[config.mk]
export PLATFORM = sky130hd
export DESIGN_NAME = qpwm_bank
export DESIGN_NICKNAME = d
export VERILOG_FILES = /design/src/rtl/qpwm_pkg.sv /design/src/rtl/qpwm_regs.sv /design/src/rtl/qpwm_chan.sv /design/src/rtl/qpwm_bank.sv
export SDC_FILE = /design/constraint.sdc
export NUM_CORES = 1
export LEC_CHECK = 0
export ABC_AREA = 1
export BUFFER_PORTS_ARGS = -buffer_cell sky130_fd_sc_hd__buf_2
export CAP_MARGIN = 15
export CORE_MARGIN = 8
export CORE_UTILIZATION = 45
export DETAILED_ROUTE_END_ITERATION = 8
export GPL_TIMING_DRIVEN = 0
export PLACE_DENSITY_LB_ADDON = 0.08
export SLEW_MARGIN = 25
export SYNTH_ARGS = -nofsm -noshare
export SYNTH_HDL_FRONTEND = slang
export SYNTH_SLANG_ARGS = --single-unit
[constraint.sdc]
create_clock -name clk -period 1.6 [get_ports clk]
set_clock_uncertainty 0.05 [all_clocks]
set_input_delay 0.32 -clock clk [delete_from_list [all_inputs] [get_ports clk]]
set_output_delay 0.32 -clock clk [all_outputs]
set_load 0.02 [all_outputs]
[src/rtl/qpwm_pkg.sv]
package qpwm_pkg;

   // Clock cycles per quantum are QPWM_DIV_BASE minus the frequency selector
   localparam int unsigned QPWM_DIV_BASE = 32;

   function automatic int unsigned qpwm_quantum(input int unsigned sel);
      return QPWM_DIV_BASE - sel;
   endfunction

endpackage

[src/rtl/qpwm_regs.sv]
module qpwm_regs #(
   parameter int unsigned NUM_CH    = 3,
   parameter int unsigned ADDR_W    = 8,
   parameter int unsigned DATA_W    = 8,
   parameter int unsigned CNT_W     = 10,
   parameter int unsigned FREQ_W    = 4,
   parameter logic [7:0]  BASE_ADDR = 8'h60,
   parameter logic [7:0]  RUN_ADDR  = 8'h66
) (
   input  logic                              clk,
   input  logic                              rst_n,
   input  logic [ADDR_W-1:0]                 addr,
   input  logic [DATA_W-1:0]                 wdata,
   input  logic                              we,
   input  logic                              re,
   output logic [DATA_W-1:0]                 rdata,
   output logic [NUM_CH-1:0][CNT_W-1:0]      duty_o,
   output logic [NUM_CH-1:0][FREQ_W-1:0]     freq_o,
   output logic [NUM_CH-1:0]                 run_o
);

   localparam int unsigned HI_W  = CNT_W - DATA_W;
   localparam int unsigned F_LSB = DATA_W - FREQ_W;
   localparam int unsigned SPAN  = 2 * NUM_CH;

   if (HI_W < 1 || HI_W > F_LSB) begin : g_bad_split
      $error("duty high bits must fit below the frequency field");
   end
   if (NUM_CH > DATA_W) begin : g_bad_run
      $error("run byte cannot hold one bit per channel");
   end
   if (int'(RUN_ADDR) >= int'(BASE_ADDR) && int'(RUN_ADDR) < int'(BASE_ADDR) + int'(SPAN)) begin : g_bad_map
      $error("run byte overlaps channel bytes");
   end

   logic [NUM_CH-1:0][DATA_W-1:0] lo_q;
   logic [NUM_CH-1:0][HI_W-1:0]   hi_q;
   logic [NUM_CH-1:0][FREQ_W-1:0] f_q;
   logic [NUM_CH-1:0]             run_q;
   logic [NUM_CH-1:0]             lo_hit, hi_hit;
   logic                          run_hit, mapped;
   logic [DATA_W-1:0]             rd_next;

   for (genvar g = 0; g < NUM_CH; g++) begin : g_dec
      localparam logic [ADDR_W-1:0] LO_A = ADDR_W'(int'(BASE_ADDR) + 2 * g);
      localparam logic [ADDR_W-1:0] HI_A = ADDR_W'(int'(BASE_ADDR) + 2 * g + 1);
      assign lo_hit[g] = (addr == LO_A);
      assign hi_hit[g] = (addr == HI_A);
      assign duty_o[g] = {hi_q[g], lo_q[g]};
      assign freq_o[g] = f_q[g];
   end

   assign run_hit = (addr == ADDR_W'(RUN_ADDR));
   assign mapped  = (|lo_hit) | (|hi_hit) | run_hit;
   assign run_o   = run_q;

   always_ff @(posedge clk) begin
      if (!rst_n) begin
         lo_q  <= '0;
         hi_q  <= '0;
         f_q   <= '0;
         run_q <= '0;
      end else if (we) begin
         for (int c = 0; c < int'(NUM_CH); c++) begin
            if (lo_hit[c]) lo_q[c] <= wdata;
            if (hi_hit[c]) begin
               hi_q[c] <= wdata[HI_W-1:0];
               f_q[c]  <= wdata[DATA_W-1 -: FREQ_W];
            end
         end
         if (run_hit) run_q <= wdata[NUM_CH-1:0];
      end
   end

   always_comb begin
      rd_next = '0;
      for (int c = 0; c < int'(NUM_CH); c++) begin
         if (lo_hit[c]) rd_next = lo_q[c];
         if (hi_hit[c]) begin
            rd_next[DATA_W-1 -: FREQ_W] = f_q[c];
            rd_next[HI_W-1:0]           = hi_q[c];
         end
      end
      if (run_hit) rd_next[NUM_CH-1:0] = run_q;
   end

   always_ff @(posedge clk) begin
      if (!rst_n)  rdata <= '0;
      else if (re) rdata <= rd_next;
   end


   unmapped_zero_chk: assert property (@(posedge clk) disable iff (!rst_n)
      (re && !mapped) |=> (rdata == '0));


   rsvd_bits_zero_chk: assert property (@(posedge clk) disable iff (!rst_n)
      (re && (|hi_hit)) |=> (rdata[F_LSB-1:HI_W] == '0));

endmodule

[src/rtl/qpwm_chan.sv]
module qpwm_chan
   import qpwm_pkg::*;
#(
   parameter int unsigned CNT_W     = 10,
   parameter int unsigned FREQ_W    = 4,
   parameter bit          SHADOW_EN = 1'b1
) (
   input  logic              clk,
   input  logic              rst_n,
   input  logic              run_i,
   input  logic [CNT_W-1:0]  duty_i,
   input  logic [FREQ_W-1:0] freq_i,
   output logic              pwm_o
);

   localparam int unsigned DIV_W = $clog2(QPWM_DIV_BASE + 1);

   if ((1 << FREQ_W) > QPWM_DIV_BASE) begin : g_bad_freq
      $error("frequency field can select a zero-length quantum");
   end

   logic [DIV_W-1:0]  presc;
   logic [DIV_W-1:0]  div;
   logic [CNT_W-1:0]  qcnt;
   logic [CNT_W-1:0]  duty_sh;
   logic [FREQ_W-1:0] f_sh;
   logic              q_tick, boundary;

   assign div      = DIV_W'(qpwm_quantum(int'(f_sh)));
   assign q_tick   = (presc >= div - DIV_W'(1));
   assign boundary = q_tick && (qcnt == '1);

   always_ff @(posedge clk) begin
      if (!rst_n || !run_i) begin
         presc <= '0;
         qcnt  <= '0;
      end else if (q_tick) begin
         presc <= '0;
         qcnt  <= qcnt + CNT_W'(1);
      end else begin
         presc <= presc + DIV_W'(1);
      end
   end

   if (SHADOW_EN) begin : g_shadow
      always_ff @(posedge clk) begin
         if (!rst_n) begin
            duty_sh <= '0;
            f_sh    <= '0;
         end else if (!run_i || boundary) begin
            duty_sh <= duty_i;
            f_sh    <= freq_i;
         end
      end


      shadow_hold_chk: assert property (@(posedge clk) disable iff (!rst_n)
         (run_i && !boundary) |=> (!run_i || ($stable(duty_sh) && $stable(f_sh))));


      presc_range_chk: assert property (@(posedge clk) disable iff (!rst_n)
         run_i |-> (presc < div));
   end else begin : g_direct
      assign duty_sh = duty_i;
      assign f_sh    = freq_i;
   end

   assign pwm_o = run_i && (qcnt <= duty_sh);


   quantum_hold_chk: assert property (@(posedge clk) disable iff (!rst_n)
      (run_i && !q_tick) |=> (!run_i || $stable(qcnt)));


   restart_high_chk: assert property (@(posedge clk) disable iff (!rst_n)
      $rose(run_i) |-> (pwm_o && qcnt == '0 && presc == '0));

endmodule

[src/rtl/qpwm_bank.sv]
module qpwm_bank #(
   parameter int unsigned NUM_CH    = 3,
   parameter int unsigned ADDR_W    = 8,
   parameter int unsigned DATA_W    = 8,
   parameter int unsigned PERIOD_Q  = 1024,
   parameter int unsigned FREQ_W    = 4,
   parameter logic [7:0]  BASE_ADDR = 8'h60,
   parameter logic [7:0]  RUN_ADDR  = 8'h66,
   parameter bit          SHADOW_EN = 1'b1
) (
   input  logic              clk,
   input  logic              rst_n,
   input  logic [ADDR_W-1:0] bus_addr,
   input  logic [DATA_W-1:0] bus_wdata,
   input  logic              bus_we,
   input  logic              bus_re,
   output logic [DATA_W-1:0] bus_rdata,
   output logic [NUM_CH-1:0] pwm_out
);

   localparam int unsigned CNT_W = $clog2(PERIOD_Q);

   if ((1 << CNT_W) != PERIOD_Q) begin : g_bad_period
      $error("period length must be a power of two");
   end
   if (ADDR_W < 8) begin : g_bad_addr
      $error("address bus too narrow for the register map");
   end

   logic [NUM_CH-1:0][CNT_W-1:0]  duty_w;
   logic [NUM_CH-1:0][FREQ_W-1:0] freq_w;
   logic [NUM_CH-1:0]             run_w;

   qpwm_regs #(
      .NUM_CH   (NUM_CH),
      .ADDR_W   (ADDR_W),
      .DATA_W   (DATA_W),
      .CNT_W    (CNT_W),
      .FREQ_W   (FREQ_W),
      .BASE_ADDR(BASE_ADDR),
      .RUN_ADDR (RUN_ADDR)
   ) u_regs (
      .clk    (clk),
      .rst_n  (rst_n),
      .addr   (bus_addr),
      .wdata  (bus_wdata),
      .we     (bus_we),
      .re     (bus_re),
      .rdata  (bus_rdata),
      .duty_o (duty_w),
      .freq_o (freq_w),
      .run_o  (run_w)
   );

   for (genvar g = 0; g < NUM_CH; g++) begin : g_ch
      qpwm_chan #(
         .CNT_W    (CNT_W),
         .FREQ_W   (FREQ_W),
         .SHADOW_EN(SHADOW_EN)
      ) u_chan (
         .clk    (clk),
         .rst_n  (rst_n),
         .run_i  (run_w[g]),
         .duty_i (duty_w[g]),
         .freq_i (freq_w[g]),
         .pwm_o  (pwm_out[g])
      );
   end


   stop_low_chk: assert property (@(posedge clk) disable iff (!rst_n)
      (bus_we && bus_addr == ADDR_W'(RUN_ADDR)) |=> ((pwm_out & ~bus_wdata[NUM_CH-1:0]) == '0));

endmodule

==> flow_metrics.env, run 1 <==
export IMPL_routed_wirelength_um=20840
export IMPL_arrival_ns=1.95
export IMPL_die_x_um=143.3
export IMPL_routabilityCongestion=0.9297
export IMPL_synth_top_cells_by_area="dfxtp_1, nand2_1, a21oi_1"
export IMPL_route_detailed_drc=0
export IMPL_cts_hold_buf=0
export IMPL_clockBufferDepth=2
export IMPL_ant_nets=0
export IMPL_postSynthAreaPerCell_um2=7.257
export IMPL_hp_class="primary input to flip-flop"
export IMPL_dp_cells=1248
export IMPL_core_mm2=0.01589
export IMPL_start_util_pct=45.91
export IMPL_synth_area_mm2=0.007293
export IMPL_critPathBufInv=2
export IMPL_viasPerCell=5.187
export IMPL_startpoint_type="flip-flop"
export IMPL_htreeDepth=4
export IMPL_routedWlPerCell_um=15.74
export IMPL_synth_commonest_cells="nand2_1, dfxtp_1, a21oi_1, inv_1, nand3_1"
export IMPL_firstDrtPassIters=6
export IMPL_fmax_mhz=431.6
export IMPL_insertion_delay_ns=0.43
export IMPL_grt_pass1_vias=6564
export IMPL_layout_drive_gt1_share_pct=38.63
export IMPL_required_ns=1.23
export IMPL_synth_cell_types=43
export IMPL_clkTransAtPathRegs_ns=0.06
export IMPL_violations="negative setup slack"
export IMPL_maxCapViolCount=0
export IMPL_period_minus_slack_ns=2.317
export IMPL_worst_slack_ns=-0.7169
export IMPL_status="complete, but fails checks"
export IMPL_yosysWarningCount=0
export IMPL_synthesis_nets=1073
export IMPL_grt_pass1_wl_um=32750
export IMPL_clkSinkCount=143
export IMPL_ir_drop_v=0.0007710
export IMPL_synth_seq_cells=143
export IMPL_die_y_um=143.3
export IMPL_maxSlewHeadroom_pct=51.37
export IMPL_rows=46
export IMPL_cts_tree="yes"
export IMPL_cts_buffers=17
export IMPL_synth_edff_count=0
export IMPL_max_stage_delay_ns=0.35
export IMPL_synthArstFlopShare_pct=0
export IMPL_hold_viol=0
export IMPL_cp_end_kind="output pin"
export IMPL_dr_total_vias=6868
export IMPL_post_route_util_pct=64.02
export IMPL_rsz0062_at_grt="true"
export IMPL_synth_flop_cell="dfxtp_1"
export IMPL_nFillCells=1437
export IMPL_whs_ns=0.1239
export IMPL_final_cells=1324
export IMPL_synth_top_cell_by_area="dfxtp_1"
export IMPL_nets=1163
export IMPL_p_leak_uw=0.003894
export IMPL_antenna_found_initial=0
export IMPL_critPathSlowestCell="dfxtp_2"
export IMPL_grt_max_degree=17
export IMPL_power_per_cell_area_mw_per_mm2=813.4
export IMPL_worstSetupPathType="flip-flop to output pin"
export IMPL_worst_path_dominant_cell_family="simple AND/OR/NAND/NOR gates"
export IMPL_ys_seq_area_share_pct=39.25
export IMPL_grt_usage_pct=20.36
export IMPL_drtIter0Drc=312
export IMPL_setup_violations=81
export IMPL_path_cells="inv_2 -> ha_4 -> nand2_4 -> nor2_4 -> nor3b_4 -> o21ai_1 -> o2111ai_1 -> a21oi_2 -> buf_6"
export IMPL_root_buffer="clkbuf_16"
export IMPL_dp_hpwl_um=13940
export IMPL_antenna_cells=0
export IMPL_io_buffers=27
export IMPL_die_area_mm2=0.02054
export IMPL_io_pins=31
export IMPL_synth_most_common_cell="nand2_1"
export IMPL_netlist_instances=1005
export IMPL_overflow=0
export IMPL_cp_max_fo=2
export IMPL_maxSlewViolCount=0
export IMPL_setup_tns_ns=-8.445
export IMPL_post_route_period_util_pct=144.8
export IMPL_worst_slew_pin_slew_ns=0.7295
export IMPL_syn2layout_area_growth_pct=39.44
export IMPL_synth_top_area_share_pct=39.25
==> worst min-delay path, cell delays in order <==
cell,delay (ns)
buf_2,0.13
inv_1,0.05
a211oi_1,0.05
==> layer usage <==
layer / part of all wire [%] / global-route usage [%] / vias up
met5: 0 / 0 / -
met4: 2.5 / 8.522 / 0
met3: 2.7 / 4.645 / 35
met2: 51 / 35.26 / 84
met1: 44 / 23.74 / 3239
li1: - / - / 3510
==> report_power, final <==
group / leakage (uW) / switching [uW] / internal, uW
logic: 0.00239 / 168 / 55.4
clock network: 0.000320 / 1600 / 2900
registers: 0.00118 / 4.10 / 3540
==> final timing paths <==
check	from	endpoint	slack, ns	cells past startpoint
max	g_ch[0].u_chan.duty_sh[9]$_SDFFE_PN0P_	pwm_out[0]	-0.72	9
min	bus_wdata[3]	u_regs.duty_o[3]$_SDFFE_PN0P_	0.12	3
max reg2reg	g_ch[0].u_chan.presc[3]$_SDFF_PP0_	g_ch[0].u_chan.duty_sh[3]$_SDFFE_PN0P_	-0.15	9
min reg2reg	g_ch[2].u_chan.presc[0]$_SDFF_PP0_	g_ch[2].u_chan.presc[0]$_SDFF_PP0_	0.39	1
==> layout by cell type, fill, tap and decap left out, drive strengths merged, types with 2 or more instances in the layout <==
cell type / instances
nand2: 202
dfxtp: 143
inv: 133
a21oi: 132
nand3: 104
buf: 94
nor2: 91
ha: 48
o21ai: 41
clkbuf: 36
nand4: 16
a211oi: 9
xnor2: 7
xor2: 7
nor3: 7
o21bai: 5
bufinv: 5
nor4: 4
o211ai: 3
a21o: 3
clkinvlp: 3
clkinv: 3
nor3b: 3
o2111ai: 2
nand3b: 2
==> cell families (layout without fill, tap and decap cells) <==
| group | after synthesis | count (layout) | synth area share [%] |
|---|---|---|---|
| AO/OA/AOI/OAI | 197 | 197 | 14.51 |
| buffers and inverters | 171 | 274 | 9.899 |
| flip-flops | 143 | 143 | 39.25 |
| adder cells (fa/ha/maj) | 48 | 48 | 8.235 |
| XOR/XNOR | 14 | 14 | 1.681 |
| AND/OR/NAND/NOR | 432 | 432 | 26.42 |
==> flip-flops by register name, indices dropped and copies added (netlist names) <==
name	flops
u_regs.duty_o	30
u_regs.run_o	3
u_regs.rdata	8
g_ch.u_chan.f_sh	12
g_ch.u_chan.presc	18
u_regs.freq_o	12
g_ch.u_chan.duty_sh	30
g_ch.u_chan.qcnt	30
==> stage by stage <==
stage          total power (uW)  instance area [um2]  setup slack [ns]
4_1_cts                    8335                 9525           -0.6843
5_1_grt                    8532                10170           -0.7941
3_3_place_gp               3853                 7780           -0.4552
3_5_place_dp               3853                 7780           -0.4610
6_report                   8272                10170           -0.7169
2_1_floorplan              3759                 7375           -0.1071
==> final cells by class <==
cell class                      instances  area (um2)  area share [%]
Buffer                                 37       260.3           2.559
Clock buffer                           20       466.7           4.589
Clock inverter                         12       203.9           2.005
Inverter                              131       526.8           5.180
Multi-Input combinational cell        691        4887           48.06
Sequential cell                       143        2967           29.17
Tap cell                              216       270.3           2.657
Timing Repair Buffer                   73       581.8           5.721
Timing Repair inverter                  1       6.256         0.06152
==> what timing repair did <==
action                                  CTS  global route
setup buffers                            29            14
gates resized for setup                 249           149
endpoints found under the setup margin   92            90
gates cloned                              5             1
pin swaps                                58            64
No activity file was read; power rests on OpenSTA's default activity.
==> run 2: changes to the inputs <==
BUFFER_PORTS_ARGS = not set   (was -buffer_cell sky130_fd_sc_hd__buf_2)
CTS_CLUSTER_SIZE = 10   (was not set)
DONT_BUFFER_PORTS = 1   (was not set)
==> run 2 against run 1 <==
  * The flow still finishes with violations (negative setup slack)
  * Worst hold slack worse by 0.11 ns
  * Sequential cell count unchanged
  * Sequential power about the same
  * Clock power down 4%
==> flow_metrics.env, run 2 (synthesis gave the netlist of run 1 again) <==
export IMPL_status="complete, but fails checks"
export IMPL_violations="negative setup slack"
export IMPL_netSwitchingFraction_pct=21.66
export IMPL_startpoint_type="flip-flop"
export IMPL_seq_power_share_pct=43.8
export IMPL_route_detailed_drc=0
export IMPL_core_mm2=0.01589
export IMPL_root_buffer="clkbuf_16"
export IMPL_stdcell_area_mm2=0.01020
export IMPL_nets=1153
export IMPL_grt_pass1_wl_um=33490
export IMPL_grt_max_degree=17
export IMPL_die_y_um=143.3
export IMPL_worstSetupPathType="flip-flop to output pin"
export IMPL_required_ns=1.23
export IMPL_htreeDepth=4
export IMPL_maxSlewHeadroom_pct=46.09
export IMPL_routed_wirelength_um=21440
export IMPL_cp_max_fo=2
export IMPL_syn2layout_area_growth_pct=39.85
export IMPL_fmax_mhz=453.8
export IMPL_power_switching_uw=1753
export IMPL_routabilityCongestion=0.8937
export IMPL_antenna_cells=0
export IMPL_ir_drop_v=0.0007680
export IMPL_setup_violations=80
export IMPL_worst_slack_ns=-0.6037
export IMPL_total_power_uw=8094
export IMPL_cp_startpoint="g_ch[0].u_chan.duty_sh[6]$_SDFFE_PN0P_"
export IMPL_worstSetupEndpoint="pwm_out[0]"
export IMPL_hold_depth=2
export IMPL_intPower_uw=6340
export IMPL_worst_slew_pin_slew_ns=0.8087
export IMPL_layout_drive_gt1_share_pct=36.25
export IMPL_p_leak_uw=0.003748
export IMPL_reg2reg_to="g_ch[0].u_chan.duty_sh[1]$_SDFFE_PN0P_"
export IMPL_period_minus_slack_ns=2.204
export IMPL_final_common_cell="nand2_1"
export IMPL_maxCapViolCount=0
export IMPL_post_route_util_pct=64.21
export IMPL_worst_r2r_cell_count=8
export IMPL_power_per_cell_area_mw_per_mm2=793.5
export IMPL_p_comb_share_pct=2.4
export IMPL_io_pins=31
export IMPL_routedWlPerCell_um=16.31
export IMPL_reg2reg_slack_ns=-0.22
export IMPL_post_route_period_util_pct=137.7
export IMPL_hold_viol=0
export IMPL_insertion_delay_ns=0.42
export IMPL_cp_end_kind="output pin"
export IMPL_cts_tree="yes"
export IMPL_die_x_um=143.3
export IMPL_clkTransAtPathRegs_ns=0.07
export IMPL_dr_total_vias=6805
export IMPL_viasPerCell=5.179
export IMPL_dpl_instance_area_mm2=0.007645
export IMPL_final_cell_mix="nand2_1, inv_1, dfxtp_1"
export IMPL_hp_class="primary input to flip-flop"
export IMPL_die_area_mm2=0.02054
export IMPL_maxSlewViolCount=0
export IMPL_dp_hpwl_um=14180
export IMPL_antenna_found_initial=0
export IMPL_clkSinkCount=143
export IMPL_rr_startpoint="g_ch[0].u_chan.presc[3]$_SDFF_PP0_"
export IMPL_overflow=0
export IMPL_grt_pass1_vias=6556
export IMPL_cts_buffers=17
export IMPL_start_util_pct=45.91
export IMPL_drtIter0Drc=370
export IMPL_io_buffers=0
export IMPL_arrival_ns=1.83
export IMPL_clkPwrFrac_pct=53.8
export IMPL_clockBufferDepth=2
export IMPL_nFillCells=1408
export IMPL_ant_nets=0
export IMPL_rows=46
export IMPL_rsz0062_at_grt="true"
export IMPL_firstDrtPassIters=5
export IMPL_grt_usage_pct=20.69
[run 2: worst min path at each step]
stage	start	to	slack, ns
6_report	bus_wdata[7]	u_regs.duty_o[27]$_SDFFE_PN0P_	0.01
5_1_grt	bus_wdata[1]	u_regs.duty_o[29]$_SDFFE_PN0P_	0.01
4_1_cts	bus_wdata[3]	u_regs.duty_o[13]$_SDFFE_PN0P_	0.003
3_5_place_dp	g_ch[0].u_chan.presc[0]$_SDFF_PP0_	g_ch[0].u_chan.presc[0]$_SDFF_PP0_	0.40
3_3_place_gp	g_ch[0].u_chan.presc[0]$_SDFF_PP0_	g_ch[0].u_chan.presc[0]$_SDFF_PP0_	0.40
2_1_floorplan	g_ch[2].u_chan.presc[0]$_SDFF_PP0_	g_ch[2].u_chan.presc[0]$_SDFF_PP0_	0.38
[run 2: per-layer routing]
metal  up-vias  wire, um  share of wire [%]  global-route usage [%]
li1       3472         -                  -                       -
met1      3194      9341                 44                   24.46
met3        32       709                3.3                   4.479
met2       107     10860                 51                   36.21
met5         -         0                  0                       0
met4         0       521                2.4                   7.305
[run 2: worst max-delay path, stage by stage (launching register included)]
cell       delay, ns
dfxtp_2         0.32
inv_1           0.04
ha_1            0.27
nand2_2         0.05
nor2_2          0.10
nor3b_2         0.19
o21ai_1         0.09
o2111ai_1       0.09
a21oi_1         0.10
buf_4           0.17
[run 2: repair_timing]
action / in CTS / in global routing
setup buffers: 32 / 17
gates cloned: 7 / 1
pin swaps: 60 / 63
gates resized for setup: 209 / 187
endpoints found under the setup margin: 90 / 95
endpoints found under the hold margin: 8 / 0
hold buffers: 8 / 0
[run 2: power groups by stage]
| stage | Sequential (uW) | Clock, uW | Combinational, uW |
|---|---|---|---|
| 5_1_grt | 3550 | 4560 | 212 |
| 3_5_place_dp | 3650 | 0 | 155 |
| 2_1_floorplan | 3650 | 0 | 112 |
| 3_3_place_gp | 3650 | 0 | 155 |
| 6_report | 3550 | 4350 | 192 |
| 4_1_cts | 3560 | 4390 | 180 |
[run 2: layout make-up]
type / count / area [um2] / area share [%]
multi-input cells: 692 / 4930 / 48.33
flip-flops and latches: 143 / 2963 / 29.05
repair buffers: 59 / 576.8 / 5.655
inverters: 131 / 521.8 / 5.115
clock buffers: 20 / 466.7 / 4.576
plain buffers: 40 / 280.3 / 2.748
well taps: 216 / 270.3 / 2.650
clock inverters: 12 / 182.7 / 1.791
repair inverters: 1 / 8.758 / 0.08587
[run 2: per-stage QoR]
step / hold WS [ns] / cells / setup TNS, ns / setup WS [ns]
floorplan: 0.3796 / 1005 / -0.4555 / -0.1071
global placement: 0.3976 / 1221 / -18.65 / -0.3968
detailed placement: 0.4038 / 1221 / -17.57 / -0.3744
CTS: 0.002681 / 1300 / -8.258 / -0.6577
global route: 0.01003 / 1314 / -18.73 / -0.7236
finish: 0.01332 / 1314 / -10.97 / -0.6037
